## src/rtl/phase_ring_seq.sv

```systemverilog
module phase_ring_seq #(
  parameter int MODULUS  = 10,
  parameter int STEP_DIV = 1
) (
  input  logic       clk,
  input  logic       rst,
  input  logic       en,
  output logic [9:0] phase,
  output logic       cycle_start
);
  localparam int NPH = 10;
  localparam int JW  = 5;
  localparam int CW  = (STEP_DIV > 1) ? $clog2(STEP_DIV) : 1;
  localparam logic [CW-1:0] LAST_CNT = CW'(STEP_DIV - 1);

  function automatic logic [JW-1:0] pat(input int k);
    if (k < JW) return JW'((1 << k) - 1);
    else        return ~JW'((1 << (k - JW)) - 1);
  endfunction

  localparam logic [JW-1:0] LAST_PAT = pat(MODULUS - 1);

  logic [JW-1:0]  jc, jn;
  logic [CW-1:0]  div_cnt;
  logic [NPH-1:0] dec_n;
  logic           legal, step, load;

  always_comb begin
    legal = 1'b0;
    for (int k = 0; k < NPH; k++)
      if (jc == pat(k)) legal = 1'b1;
  end

  assign step = en && (div_cnt == LAST_CNT);
  assign load = step || !legal;
  assign jn   = (!legal || jc == LAST_PAT) ? '0 : {jc[JW-2:0], ~jc[JW-1]};

  for (genvar k = 0; k < NPH; k++) begin : g_dec
    if (k == 0)       begin : g_z assign dec_n[k] = ~jn[JW-1] & ~jn[0];       end
    else if (k < JW)  begin : g_r assign dec_n[k] =  jn[k-1]  & ~jn[k];       end
    else if (k == JW) begin : g_f assign dec_n[k] =  jn[JW-1] &  jn[0];       end
    else              begin : g_d assign dec_n[k] = ~jn[k-JW-1] & jn[k-JW];   end
  end

  always_ff @(posedge clk) begin
    if (rst) begin
      jc          <= '0;
      div_cnt     <= '0;
      phase       <= NPH'(1);
      cycle_start <= 1'b0;
    end else begin
      if (en) div_cnt <= step ? '0 : div_cnt + 1'b1;
      if (load) begin
        jc          <= jn;
        phase       <= dec_n;
        cycle_start <= step && (jn == '0);
      end else begin
        cycle_start <= 1'b0;
      end
    end
  end
endmodule

```

## config.mk

```make
export PLATFORM = sky130hd
export DESIGN_NAME = phase_ring_seq
export DESIGN_NICKNAME = d
export VERILOG_FILES = /design/src/rtl/phase_ring_seq.sv
export SDC_FILE = /design/constraint.sdc
export NUM_CORES = 1
export LEC_CHECK = 0
export BUFFER_PORTS_ARGS = -buffer_cell sky130_fd_sc_hd__buf_4
export CAP_MARGIN = 10
export CORE_MARGIN = 5
export CORE_UTILIZATION = 46
export DETAILED_ROUTE_END_ITERATION = 8
export PLACE_DENSITY = 0.72
export RECOVER_POWER = 25
export SYNTH_ARGS = -nofsm -noshare
export SYNTH_HDL_FRONTEND = slang
export SYNTH_SLANG_ARGS = --single-unit
```

## constraint.sdc

```tcl
create_clock -name clk -period 2.1 [get_ports clk]
set_input_delay 0.42 -clock clk [delete_from_list [all_inputs] [get_ports clk]]
set_output_delay 0.42 -clock clk [all_outputs]
set_load 0.03 [all_outputs]
```

==> reports/qor.yml <==
status:
  outcome: "finished clean"
cts:
  clock_path_buffers: 2
  cts_htree_levels: 1
  numCtsBuffers: 3
  cts.repair.resized: 0
  root_buffer: "clkbuf_4"
  clkLatencyLatePin_ns: 0.29
  tritoncts: "done"
  post_cts_buffers: 0
  clkSinkCount: 17
  cts.clk_slew.worst_paths_ns: 0.09
  cts.hold.buffers_added: 0
logic_synthesis:
  yosysWarnings: 0
  syn-cell-area_um2: 772
  post_synth.cell_area_avg_um2: 10.7
  yosysSeqAreaShare_pct: 44.1
  synth_seq_cells: 17
  syn_inst: 72
  synth_nets: 75
  synth_top_area_share_pct: 44.1
  yosys-top-cells-area: "dfxtp_1 (44%), a32o_2 (8.8%), a22o_1 (6.8%)"
  yosysTopAreaCell: "dfxtp_1"
  ys_types: 29
min_path:
  hp-class: "in2reg"
  hold_path_depth: 2
  min_to: "div_cnt$_SDFFE_PP0P_"
  min-delay-start: "en"
timing:
  finalCritPeriodShare_pct: 84.6
  finalHoldViolCount: 0
  worst_pin_slew_ns: 0.383
  holdWs_ns: 0.286
  slew_headroom_pct: 74.5
  layout_min_cycle_time_ns: 1.78
  setup_viol_count_final: 0
  rsz0062_at_grt: "false"
  drv_slew: 0
  finalClockSkew_ns: 0.00185
  fmax_mhz: 563
  final.setup.tns_ns: 0
floorplan:
  die_w_um: 51.0
  die_h_um: 51.0
  row_count: 14
  ios: 14
  coreArea_mm2: 0.00154
  die_area_mm2: 0.00260
  start_util_pct: 50.1
place:
  port_buffers: 13
  dpl-instance-area_um2: 863
  gp_congestion: 0.722
  hpwlAfterDp_um: 984
routing:
  drt_pre_antenna_iters: 4
  wl_met3_um: 86
  wire_per_inst_um: 13.1
  wl_met2_um: 546
  m1WireLength_um: 680
  drc_errors: 0
  final_antenna_net_count: 0
  wirelength_um: 1340
  vias: 596
  viasPerCell: 5.84
  drt_iter0_drc: 9
  maxUsedRoutingLayer: "met4"
power:
  power_switching_w: 0.000167
  p_leak_nw: 0.376
  p_clk_share_pct: 27.7
  swShare_pct: 27.2
  power.internal_w: 0.000447
  p_comb_share_pct: 15.6
  ir_drop_mv: 0.461
  total_power_w: 0.000614
  pwr-share-seq_pct: 56.7
  p_per_area_mw_per_mm2: 707
run:
  maxCapViolCount: 0
finish:
  final_cell_mix: "dfxtp_1 (17), buf_4 (10), a32o_2 (6), a22o_1 (6), clkbuf_1 (6)"
  antenna_cells: 0
  stdcell_area_um2: 868
  fin_util_pct: 56.3
  area_growth_pct: 12.5
  drive_above_1_share_pct: 26.7
  nNetsFinal: 90
  final_common_cell: "dfxtp_1"
global_routing:
  grt_use_total_pct: 10.9
  grt_pass1_vias: 532
  grt_pass1_wl_um: 2260
  grt_max_degree: 12
  grt_overflow_total: 0
  antenna_found_initial: 0
critical_path:
  reg2reg_slack_ns: 0.32
  r2r_start: "jc[2]$_SDFFE_PP0P_"
  criticalPathCategory: "reg2reg"
  cp.arrival_ns: 2.02
  crit_required_ns: 2.34
  cp-start-kind: "register"
  rr_worst_depth: 5
  worstSetupEndpointType: "register"
  crit_fanout: 10
  worstReg2RegEnd: "phase[9]$_SDFFE_PP0P_"
## worst max-delay path by stage
stage                       start               endpoint  slack, ns  cells after the start
2_1_floorplan  jc[1]$_SDFFE_PP0P_  phase[1]$_SDFFE_PP0P_       0.48                      5
3_3_place_gp   jc[2]$_SDFFE_PP0P_  phase[9]$_SDFFE_PP0P_       0.36                      5
3_5_place_dp   jc[2]$_SDFFE_PP0P_  phase[1]$_SDFFE_PP0P_       0.36                      4
4_1_cts        jc[2]$_SDFFE_PP0P_  phase[9]$_SDFFE_PP0P_       0.33                      5
5_1_grt        jc[2]$_SDFFE_PP0P_  phase[9]$_SDFFE_PP0P_       0.22                      5
6_report       jc[2]$_SDFFE_PP0P_  phase[9]$_SDFFE_PP0P_       0.32                      5
## layout make-up
type,instances,area (um2)
Tap cell,16,20.0
Clock inverter,1,5.00
Sequential cell,17,340
Multi-Input combinational cell,45,368
Inverter,4,15.0
Timing Repair Buffer,16,97.6
Clock buffer,3,22.5
Fill cell,143,673
## worst max-delay path, cell delays in order, from the launching register on
cell and delay [ns]:
dfxtp_1 0.56, or2b_1 0.22, nand3_1 0.18, a2111oi_4 0.41, buf_4 0.22, a22o_1 0.14
## per-stage QoR
stage                     std cells  setup WS (ns)
after CTS                       102          0.334
after global placement           98          0.364
after detailed placement         98          0.359
after global routing            102          0.222
final                           102          0.323
after floorplan                  72          0.484
## logic make-up (layout without fill, tap and decap cells)
family | after synthesis | count (layout) | synth area share (%)
buf+inv | 10 | 24 | 8.27
mux | 2 | 2 | 2.76
simple gates | 24 | 24 | 19.6
flops | 17 | 17 | 44.1
compound gates | 19 | 19 | 25.3
## per-layer routing
| layer | up-vias | global-route usage (%) |
|---|---|---|
| li1 | 299 | - |
| met1 | 277 | 15.5 |
| met2 | 16 | 14.9 |
| met3 | 4 | 3.78 |
| met4 | 0 | 4.68 |
| met5 | - | 0 |
## flip-flops by register name (all words and copies together), names as in the netlist
| signal | count |
|---|---|
| phase | 10 |
| jc | 5 |
| cycle_start | 1 |
| div_cnt | 1 |
## synthesized netlist by cell type
library cell and count:
dfxtp_1 17, a22o_1 6, a32o_2 6, inv_1 4, nand2b_1 4, nor2_1 4
buf_6 3, clkbuf_1 2, nand3_1 2, nand4_1 2, nor2b_1 2, nor3_1 2
or2b_1 2, a2111oi_4 1, a211o_1 1, a211oi_1 1, a21boi_1 1, and2b_1 1
buf_4 1, mux2_1 1, mux2i_1 1, nand2_1 1, nor2b_4 1, nor3b_1 1
o2111ai_1 1, o211ai_1 1, o21a_1 1, or3_4 1, or4_1 1
## power by group through the flow
stage               combinational, W  sequential, W  clock (W)
CTS                         0.000100       0.000348   0.000176
detailed placement         0.0000997       0.000356          0
global route                0.000105       0.000350   0.000196
finish                     0.0000960       0.000348   0.000170
floorplan                  0.0000726       0.000360          0
global placement           0.0000995       0.000355          0
Power figures use the tool's default switching activity.
